[src/rtl/tsr_pkg.sv]
// Package: shared types and constants for the transparent serial receiver.
package tsr_pkg;
    localparam int unsigned BYTE_W     = 8;
    localparam int unsigned WORD_BYTES = 4;

    typedef enum logic {
        RX_HUNT = 1'b0,
        RX_RECV = 1'b1
    } rx_state_t;
endpackage

[src/rtl/tsr_deser.sv]
// Serial-to-parallel assembler.
// Shifts strobed bits in MSB first. It raises `done` combinationally in
// the cycle the last bit of a byte is strobed, with the full byte on `data`.
// Assumes the controller holds `clr` high whenever reception is not active.
module tsr_deser #(
    parameter int unsigned W = 8
) (
    input  logic         clk,
    input  logic         rst_n,
    input  logic         clr,
    input  logic         en,
    input  logic         din,
    output logic         done,
    output logic [W-1:0] data
);
    localparam int unsigned CW = $clog2(W);
    localparam logic [CW-1:0] LAST = CW'(W - 1);

    logic [W-1:0]  sh_q;
    logic [CW-1:0] cnt_q;

    // Byte boundary and the byte formed with the current bit.
    always_comb begin
        done = en && (cnt_q == LAST);
        data = {sh_q[W-2:0], din};
    end

    // Shift register and bit counter.
    always_ff @(posedge clk) begin
        if (!rst_n || clr) begin
            sh_q  <= '0;
            cnt_q <= '0;
        end else if (en) begin
            sh_q  <= data;
            cnt_q <= done ? '0 : cnt_q + 1'b1;
        end
    end

    // Counter never leaves the byte range.
    assert_cnt_range_R2: assert property (@(posedge clk) disable iff (!rst_n)
        cnt_q <= LAST);
endmodule

[src/rtl/tsr_fifo.sv]
// Receive FIFO with overwrite-on-overrun.
// A write into a full FIFO with no pop in the same cycle replaces the
// newest entry. In that case `overwrote` is high for the cycle.
// A pop of an empty FIFO is ignored.
// DEPTH must be a power of two.
module tsr_fifo #(
    parameter int unsigned W     = 8,
    parameter int unsigned DEPTH = 4
) (
    input  logic                        clk,
    input  logic                        rst_n,
    input  logic                        wr,
    input  logic [W-1:0]                wdata,
    input  logic                        rd,
    output logic [W-1:0]                rdata,
    output logic [$clog2(DEPTH+1)-1:0]  level,
    output logic                        overwrote
);
    localparam int unsigned AW = $clog2(DEPTH);
    localparam int unsigned LW = $clog2(DEPTH + 1);
    localparam logic [LW-1:0] FULL_LVL = LW'(DEPTH);

    logic [W-1:0]  mem [DEPTH];
    logic [AW-1:0] wp_q, rp_q;
    logic [LW-1:0] lvl_q;
    logic          full, pop, push;
    logic [AW-1:0] wslot;

    // Decode push, pop, overwrite and the target slot.
    always_comb begin
        full      = (lvl_q == FULL_LVL);
        pop       = rd && (lvl_q != '0);
        overwrote = wr && full && !rd;
        push      = wr && !overwrote;
        wslot     = overwrote ? (wp_q - 1'b1) : wp_q;
        rdata     = mem[rp_q];
        level     = lvl_q;
    end

    // Storage array (no reset needed).
    always_ff @(posedge clk) begin
        if (wr) mem[wslot] <= wdata;
    end

    // Pointers and occupancy.
    always_ff @(posedge clk) begin
        if (!rst_n) begin
            wp_q  <= '0;
            rp_q  <= '0;
            lvl_q <= '0;
        end else begin
            if (push) wp_q <= wp_q + 1'b1;
            if (pop)  rp_q <= rp_q + 1'b1;
            case ({push, pop})
                2'b10:   lvl_q <= lvl_q + 1'b1;
                2'b01:   lvl_q <= lvl_q - 1'b1;
                default: lvl_q <= lvl_q;
            endcase
        end
    end

    initial assert ((1 << AW) == DEPTH);

    assert_level_bound_R4: assert property (@(posedge clk) disable iff (!rst_n)
        lvl_q <= FULL_LVL);
    assert_overwrite_keeps_full_R4: assert property (@(posedge clk) disable iff (!rst_n)
        overwrote |=> (lvl_q == FULL_LVL));
endmodule

[src/rtl/tsr_ctrl.sv]
// Receive controller.
// Holds the hunt/receive state and the buffer status bits, and the sticky
// event. Carrier loss is checked before the overrun indication from the
// FIFO. Because a byte is only assembled while carrier is present, the two
// can never both close the same buffer.
module tsr_ctrl
    import tsr_pkg::*;
(
    input  logic      clk,
    input  logic      rst_n,
    input  logic      ser_valid,
    input  logic      carrier_ok,
    input  logic      sync_hit,
    input  logic      byte_done,
    input  logic      overwrote,
    input  logic      evt_clr,
    output rx_state_t state,
    output logic      deser_clr,
    output logic      deser_en,
    output logic      push,
    output logic      st_ov,
    output logic      st_cd,
    output logic      st_closed,
    output logic      rx_evt
);
    rx_state_t st_q;
    logic      cd_loss, accept_sync, close_any;

    // Gating of assembly and detection of closing conditions.
    always_comb begin
        deser_clr   = (st_q != RX_RECV);
        deser_en    = (st_q == RX_RECV) && ser_valid && carrier_ok;
        push        = byte_done;
        cd_loss     = (st_q == RX_RECV) && !carrier_ok;
        accept_sync = (st_q == RX_HUNT) && sync_hit && carrier_ok;
        close_any   = cd_loss || overwrote;
        state       = st_q;
    end

    // State and buffer status bits.
    always_ff @(posedge clk) begin
        if (!rst_n) begin
            st_q      <= RX_HUNT;
            st_ov     <= 1'b0;
            st_cd     <= 1'b0;
            st_closed <= 1'b0;
        end else if (accept_sync) begin
            st_q      <= RX_RECV;
            st_ov     <= 1'b0;
            st_cd     <= 1'b0;
            st_closed <= 1'b0;
        end else if (cd_loss) begin
            st_q      <= RX_HUNT;
            st_cd     <= 1'b1;
            st_closed <= 1'b1;
        end else if (overwrote) begin
            st_q      <= RX_HUNT;
            st_ov     <= 1'b1;
            st_closed <= 1'b1;
        end
    end

    // Sticky receive event: setting wins over write-one-to-clear.
    always_ff @(posedge clk) begin
        if (!rst_n)         rx_evt <= 1'b0;
        else if (close_any) rx_evt <= 1'b1;
        else if (evt_clr)   rx_evt <= 1'b0;
    end

    assert_cd_excl_R8: assert property (@(posedge clk) disable iff (!rst_n)
        !(st_cd && st_ov));
    assert_cd_close_R7: assert property (@(posedge clk) disable iff (!rst_n)
        (st_q == RX_RECV && !carrier_ok) |=> (st_q == RX_HUNT && st_cd && st_closed));
    assert_ov_hunt_R6: assert property (@(posedge clk) disable iff (!rst_n)
        overwrote |=> (st_q == RX_HUNT && st_ov));
    assert_no_push_hunt_R1: assert property (@(posedge clk) disable iff (!rst_n)
        (st_q == RX_HUNT) |-> !push);
    assert_evt_sticky_R9: assert property (@(posedge clk) disable iff (!rst_n)
        (rx_evt && !evt_clr) |=> rx_evt);
endmodule

[src/rtl/tsr_rx_top.sv]
// Top level of the transparent serial receiver.
// Wires the assembler, the FIFO and the controller together, and derives
// the transfer request and the interrupt. Assumes single-cycle `sync_hit`
// pulses from an external pattern matcher.
module tsr_rx_top
    import tsr_pkg::*;
#(
    parameter int unsigned DEPTH = 4
) (
    input  logic                        clk,
    input  logic                        rst_n,
    input  logic                        ser_valid,
    input  logic                        ser_bit,
    input  logic                        carrier_ok,
    input  logic                        sync_hit,
    input  logic                        word_mode,
    input  logic                        rd_en,
    output logic [BYTE_W-1:0]           rd_data,
    output logic [$clog2(DEPTH+1)-1:0]  fifo_level,
    output logic                        xfer_req,
    output logic                        st_ov,
    output logic                        st_cd,
    output logic                        st_closed,
    input  logic                        evt_clr,
    input  logic                        irq_en,
    output logic                        rx_evt,
    output logic                        irq
);
    localparam int unsigned LW = $clog2(DEPTH + 1);
    localparam logic [LW-1:0] WORD_LVL = LW'(WORD_BYTES);

    rx_state_t         state;
    logic              deser_clr, deser_en, byte_done, push, overwrote;
    logic [BYTE_W-1:0] byte_val;

    tsr_deser #(.W(BYTE_W)) u_deser (
        .clk   (clk),
        .rst_n (rst_n),
        .clr   (deser_clr),
        .en    (deser_en),
        .din   (ser_bit),
        .done  (byte_done),
        .data  (byte_val)
    );

    tsr_fifo #(.W(BYTE_W), .DEPTH(DEPTH)) u_fifo (
        .clk       (clk),
        .rst_n     (rst_n),
        .wr        (push),
        .wdata     (byte_val),
        .rd        (rd_en),
        .rdata     (rd_data),
        .level     (fifo_level),
        .overwrote (overwrote)
    );

    tsr_ctrl u_ctrl (
        .clk        (clk),
        .rst_n      (rst_n),
        .ser_valid  (ser_valid),
        .carrier_ok (carrier_ok),
        .sync_hit   (sync_hit),
        .byte_done  (byte_done),
        .overwrote  (overwrote),
        .evt_clr    (evt_clr),
        .state      (state),
        .deser_clr  (deser_clr),
        .deser_en   (deser_en),
        .push       (push),
        .st_ov      (st_ov),
        .st_cd      (st_cd),
        .st_closed  (st_closed),
        .rx_evt     (rx_evt)
    );

    // Transfer request threshold and masked interrupt.
    always_comb begin
        xfer_req = word_mode ? (fifo_level >= WORD_LVL) : (fifo_level != '0);
        irq      = rx_evt && irq_en;
    end

    initial assert (DEPTH >= WORD_BYTES);

    assert_closed_with_cause_R5: assert property (@(posedge clk) disable iff (!rst_n)
        $rose(st_closed) |-> (st_ov || st_cd) && rx_evt);
    assert_xfer_word_R3: assert property (@(posedge clk) disable iff (!rst_n)
        (word_mode && xfer_req) |-> (fifo_level >= WORD_LVL));
endmodule

[config.mk]
export PLATFORM = sky130hd
export DESIGN_NAME = tsr_rx_top
export DESIGN_NICKNAME = d
export VERILOG_FILES = /design/src/rtl/tsr_pkg.sv /design/src/rtl/tsr_deser.sv /design/src/rtl/tsr_fifo.sv /design/src/rtl/tsr_ctrl.sv /design/src/rtl/tsr_rx_top.sv
export SDC_FILE = /design/constraint.sdc
export NUM_CORES = 1
export LEC_CHECK = 0
export BUFFER_PORTS_ARGS = -buffer_cell sky130_fd_sc_hd__clkbuf_2
export CAP_MARGIN = 20
export CORE_UTILIZATION = 45
export DETAILED_ROUTE_END_ITERATION = 10
export HOLD_SLACK_MARGIN = 0.06
export MAX_ROUTING_LAYER = met4
export PLACE_DENSITY = 0.67
export SLEW_MARGIN = 20
export SYNTH_ARGS = -nofsm -noshare
export SYNTH_HDL_FRONTEND = slang
export SYNTH_HIERARCHICAL = 1
export SYNTH_SLANG_ARGS = --single-unit
[constraint.sdc]
create_clock -name clk -period 2.5 [get_ports clk]
set_input_delay 0.375 -clock clk [delete_from_list [all_inputs] [get_ports clk]]
set_output_delay 0.375 -clock clk [all_outputs]
set_load 0.02 [all_outputs]
Word level (Yosys, flattened, before mapping)
Memory sizes are Yosys's and may differ from the RTL's. A register that Yosys moved wholly into a read port is not among the register bits.
Cells that the tools add are included.
{ "totals": {"regBits": 22, "latch_bits": 0, "mem_bits_rw": 32, "mem_bits_ro": 0, "in_bits": 10, "output_inout_bits": 17, "wordCells": 64, "n_memories": 1} }
{ "memory_table": {"columns": ["memory", "depth", "word_bits", "read_ports", "rd_clocked_by_memory_dff", "write_ports", "line_no", "rtl"], "rows": [
  ["u_fifo.mem", 4, 8, 1, 1, 1, "tsr_fifo.sv:23", "logic [W-1:0] mem [DEPTH];"]
]} }
{ "op_classes": {"n_addsub": 6, "multipliers": 0, "div": 0, "order_cmp": 1, "n_eq_ne": 4, "shift": 0, "mux": 15, "bitwise": 3, "n_reduce_logical": 24} }
{ "ops": {"columns": ["cell", "n"], "rows": [
  ["logical AND 1 bit", 11],
  ["2-to-1 mux 1 bit", 10],
  ["adder 3 x 1 -> 3 bit, second input constant", 2],
  ["equality test 3 bit, second input constant", 2],
  ["2-to-1 mux 2 bit", 3],
  ["case mux 3 bit (2 select lines)", 1],
  ["nonzero test 2 bit", 3],
  ["nonzero test 3 bit", 2],
  ["adder 2 x 1 -> 2 bit, second input constant", 2],
  ["zero test 1 bit", 4],
  [">= comparator 3 bit, second input constant", 1],
  ["2-to-1 mux 3 bit", 1],
  ["inverter 1 bit", 3],
  ["subtractor 3 x 1 -> 3 bit, second input constant", 1],
  ["equality test 2 x 1 -> 1 bit, second input constant", 1],
  ["equality test 2 bit, second input constant", 1],
  ["logical OR 1 bit", 2],
  ["AND reduction 2 bit", 1],
  ["OR reduction 2 bit", 1],
  ["subtractor 2 x 1 -> 2 bit, second input constant", 1]
]} }

Depth between registers and ports, before layout
{ "depth": {"ltp_word": 9, "depth_mapped": 11, "depth_no_buf": 10} }

Cells and area by module
The synthesis kept the hierarchy.
{ "modules_own_cells": {"columns": ["mod", "instances", "cells_per_inst", "area_per_inst_um2", "seq_area_each_um2"], "rows": [
  ["tsr_fifo", 1, 95, 1634.1, 1141.1],
  ["tsr_deser", 1, 39, 405.4, 200.2],
  ["tsr_ctrl", 1, 25, 222.7, 100.1],
  ["tsr_rx_top", 1, 3, 21.3, 0.0]
]} }

Worst setup path after synthesis
No wires, ideal clock.
{ "synth_timing": {"path_type": "flip-flop to flip-flop", "from": "register u_fifo.lvl_q[0], in the netlist u_fifo/level[0]", "to": "register u_fifo.lvl_q[2], in the netlist u_fifo/level[2]", "setup_time_ns": 0.076, "arrival_time_ns": 2.358, "required_time_ns": 2.424, "path_slack_ns": 0.067, "stages_incl_launch_ff": 10, "path_buffers": 1, "synth_period_minus_slack_ns": 2.433, "path_cell_list": "dfxtp_1 > or4b_1 > buf_2 > nand2_1 > ha_1 > inv_1 > fa_1 > xor2_1 > or3_1 > a21boi_0"} }
{ "synth_between": {"elab_chain_cells": 7, "word_cells_on_any_way": 13, "cone_classes": "add/sub: 2; eq/ne: 3; mux: 1; reduce/logical: 7"} }
{ "synth_rtl": {"columns": ["item", "line_no", "rtl"], "rows": [
  ["from (decl)", "tsr_fifo.sv:25", "logic [LW-1:0] lvl_q;"],
  ["from (signal assigned)", "tsr_fifo.sv:55", "2'b10: lvl_q <= lvl_q + 1'b1;"],
  ["from (signal assigned)", "tsr_fifo.sv:56", "2'b01: lvl_q <= lvl_q - 1'b1;"],
  ["from (signal assigned)", "tsr_fifo.sv:57", "default: lvl_q <= lvl_q;"],
  ["equality test 3 bit", "tsr_fifo.sv:31", "full = (lvl_q == FULL_LVL);"],
  ["logical AND 1 bit (2 in series)", "tsr_fifo.sv:33", "overwrote = wr && full && !rd;"],
  ["zero test 1 bit", "tsr_fifo.sv:34", "push = wr && !overwrote;"],
  ["logical AND 1 bit", "tsr_fifo.sv:34", null],
  ["equality test 2 x 1 -> 1 bit or equality test 2 bit (tied branches)", "tsr_fifo.sv:54", "case ({push, pop})"],
  ["case mux 3 bit (2 select lines) or nonzero test 2 bit (tied branches)", null, null]
]} }
Parallel ways exist; a longest one is shown, timed or not.
A chain may end at the register's enable or synchronous reset.

Final worst setup path
{ "layout_timing": {"from": "register u_fifo.lvl_q[1], in the netlist u_fifo/level[1]", "to": "register u_fifo.lvl_q[2], in the netlist u_fifo/level[2]"} }
Same word-level chain as after synthesis.

==> results by group <==
Synthesis
  • Asr flop ratio synth: 0%
  • Primary FF master, synth: edfxtp_1
  • Count of mapped cells out of synthesis: 162
  • Most instantiated cells after synthesis: 32 x edfxtp_1, 24 x dfxtp_1, 13 x nor2_1
  • Sequential element share of the synthesized area: 63.1%
  • Most frequent cell after synthesis: edfxtp_1
  • Cell taking the most area after synthesis: edfxtp_1
  • Post-synth EDFFs: 32
  • Area share of the largest cell type after synthesis: 42.1%
  • Average footprint of a synthesized cell: 14.1 µm²
  • Synthesis Warnings: 6
  • Distinct cell type count after synthesis: 38
  • Main area contributors after synthesis: edfxtp_1 42%, dfxtp_1 21%, mux4_2 7.9%
  • Syn_nets: 176
  • Synth Cell Area: 2280 µm²
  • Post-synthesis sequential element count: 56

Final layout
  • Proportion of layout cells with a drive suffix above 1: 28.7%
  • Layout overhead on the synthesized area: 14.0%
  • Post-layout nets: 208
  • Post-route insts no fill: 262
  • Number of diodes: 0

Flow run
  • Number of maximum-capacitance constraint violations: 0

Clock network
  • TritonCTS clock tree: built
  • Clk slew on worst S/H paths: 0.10 ns
  • Total clock buffers created by CTS: 5
  • Setup Buffers After CTS: 0
  • Number of buffers between clock root and the deepest sink: 2
  • Post-cts hold buffer count: 0
  • Deepest level of the CTS H-tree: 2
  • Cell at the root of the clock tree: clkbuf_8
  • TritonCTS Sinks: 56
  • Clock latency of the later-clocked register in the worst-skew pair: 0.30 ns
  • Post-CTS resize count: 0

Timing
  • Worst Max-Slew Pin Slew: 0.839 ns
  • Unrepaired setup endpoints after global routing: no
  • Post-Route Skew: 0.00406 ns
  • Setup violations, final: 0
  • Clock period minus worst slack: 2.40 ns
  • Slew Limit Fails: 0
  • Hold violation count in the final report: 0
  • Maximum frequency from static timing analysis: 416 MHz
  • Worst relative slew slack: 44.0%
  • Hold slack: 0.320 ns
  • Tcrit/Tclk final: 96.1%

Setup path
  • Kind of cell adding the most delay to the critical path: simple AND/OR/NAND/NOR gates
  • Buffers & Inverters on Critical Path: 1
  • Worst path cell trace: or4b_1, nand2_2, ha_2, inv_1, fa_1, xor2_1, or3_1, a21boi_1
  • WP data required: 2.73 ns
  • Kind of end point of the critical path: register
  • Signal arrival time at the worst endpoint: 2.63 ns
  • Worst path slowest cell: or4b_1
  • Worst Path Class, Setup: reg2reg
  • Type of element launching the critical path: register
  • Stage delay of the slowest cell on the critical path: 0.56 ns
  • Max Fanout on Critical Path: 8

Power
  • Power density over cell area: 568 nW/µm²
  • Static Leak: 0.863 nW
  • Sequential share of power: 65.4%
  • Combinational power share: 2.1%
  • VDD IR-drop max: 0.261 mV
  • Internal power: 1.18 mW
  • Overall power of the completed layout: 1.48 mW
  • Net switching power: 0.302 mW
  • Sw frac: 20.4%
  • Clock Power Share: 32.5%

Die
  • DIE AREA: 5360 µm²
  • Placeable Area: 4820 µm²
  • Effective utilization at floorplan: 47.4%
  • Die Ht: 73.2 µm
  • Floorplan die width: 73.2 µm
  • Standard-cell row count: 25
  • Count of boundary I/O pins: 27

Global routing
  • Via count of the first global-routing pass: 1291
  • Largest net degree at the start of global routing: 19
  • GR Util All Layers: 15.9%
  • First-pass GRT wire length: 5.98 mm
  • Grt total ovfl: 0
  • Antenna violations before repair: 0

Routing
  • Met2 wire length: 1.89 mm
  • WL per Instance: 14.2 µm
  • Detailed Routing Iterations Pass 1: 4
  • ANT nets after route: 0
  • Top Metal Used: met4
  • Via count normalized by instance count: 5.09
  • Met1 WL: 1.62 mm
  • Via count: 1333
  • Detailed route wirelength on metal3: 134 µm
  • Iteration-0 DRC count of the detailed router: 65
  • Total detailed-routing wirelength: 3.72 mm
  • Post-detailed-route DRC marker count: 0

Placement
  • Quantity of I/O buffers inserted on ports: 26
  • GPL Wtd Cong: 0.850
  • Post-detail-place hpwl: 2.64 mm
  • Number of placed instances with taps included: 254

Run status
  • Result of the run: complete, no violations

Min path
  • Kind of path behind the tightest hold check: in2reg
registers in the layout, summed over array words and instances, names as in the netlist, named ones only:
| signal | flops |
|---|---|
| u_fifo/mem | 32 |
| u_deser/sh_q | 7 |
| u_deser/cnt_q | 3 |
| u_fifo/level | 3 |
| u_fifo/rp_q | 2 |
| u_fifo/wp_q | 2 |
| u_ctrl/rx_evt | 1 |
| u_ctrl/st_cd | 1 |
| u_ctrl/st_closed | 1 |
| u_ctrl/st_ov | 1 |
| u_ctrl/state | 1 |
cell usage in the layout (no fill, tap or decap), drive strengths merged:
cell,count
mux2i,10
edfxtp,32
nor2b,5
mux4,8
and2,6
a211oi,1
o221a,1
nor3b,1
or3,2
clkinvlp,1
nor4b,1
xnor2,4
a21boi,3
o311ai,1
clkinv,1
xor2,1
o31a,2
a21oi,4
clkbuf,31
nand3,2
nand2b,5
fa,1
inv,6
nand2,8
nand3b,3
or4b,1
or3b,1
buf,7
nor2,13
o21ai,3
dfxtp,24
o211a,1
and3,1
o21bai,1
ha,3
cell type report:
type | instances | area [µm²]
clock buffer | 5 | 68.8
inverter | 5 | 18.8
timing repair buffer | 33 | 183
clock inverter | 3 | 21.3
multi-input combinational | 93 | 785
sequential | 56 | 1440
tap | 67 | 83.8
fill | 413 | 2210
cell families after synthesis:
family	after synthesis	synth area share, %
adders and majority gates	4	2.52
DFF	56	63.1
AOI/OAI and AO/OA	17	5.48
muxes	18	12.3
buffers and inverters	13	2.74
xor gates and xnor gates	5	1.92
and+or+nand+nor	49	11.9
metrics by stage:
step / setup WS [ns] / utilization, % / cell area [µm²] / TNS (ns)
after floorplan: 0.0666 / - / 2280 / 0
after global placement: 0.149 / 52.0 / 2510 / 0
after detailed placement: -0.0189 / 52.0 / 2510 / -0.0189
after CTS: 0.0264 / 53.9 / 2600 / 0
after global routing: 0.0144 / 54.1 / 2600 / 0
final: 0.0964 / 54.1 / 2600 / 0
per-layer routing:
metal  vias up  track usage, %
met2        30            26.1
met1       643            18.6
met5         -               -
met4         0            7.19
li1        651               -
met3         9            3.31
path summary, 6_finish.rpt:
| path | startpoint | to | slack (ns) | cells after the start |
|---|---|---|---|---|
| hold reg to reg | u_deser/cnt_q[2]$_SDFFE_PP0P_ | u_deser/cnt_q[2]$_SDFFE_PP0P_ | 0.49 | 2 |
| setup reg to reg | u_fifo/level[1]$_SDFFE_PN0P_ | u_fifo/level[2]$_SDFFE_PN0P_ | 0.1 | 8 |
| hold / removal | ser_bit | u_fifo/mem[3][0]$_DFFE_PP_ | 0.32 | 1 |
| setup / recovery | u_fifo/level[1]$_SDFFE_PN0P_ | u_fifo/level[2]$_SDFFE_PN0P_ | 0.1 | 8 |
power groups by stage:
| stage | sequential, mW | combinational, mW | clock (mW) |
|---|---|---|---|
| 2_1_floorplan | 0.990 | 0.0143 | 0 |
| 3_3_place_gp | 0.989 | 0.0295 | 0 |
| 3_5_place_dp | 0.989 | 0.0309 | 0 |
| 4_1_cts | 0.968 | 0.0310 | 0.496 |
| 5_1_grt | 0.968 | 0.0340 | 0.533 |
| 6_report | 0.968 | 0.0308 | 0.481 |
(Power assumes the default switching activity.)
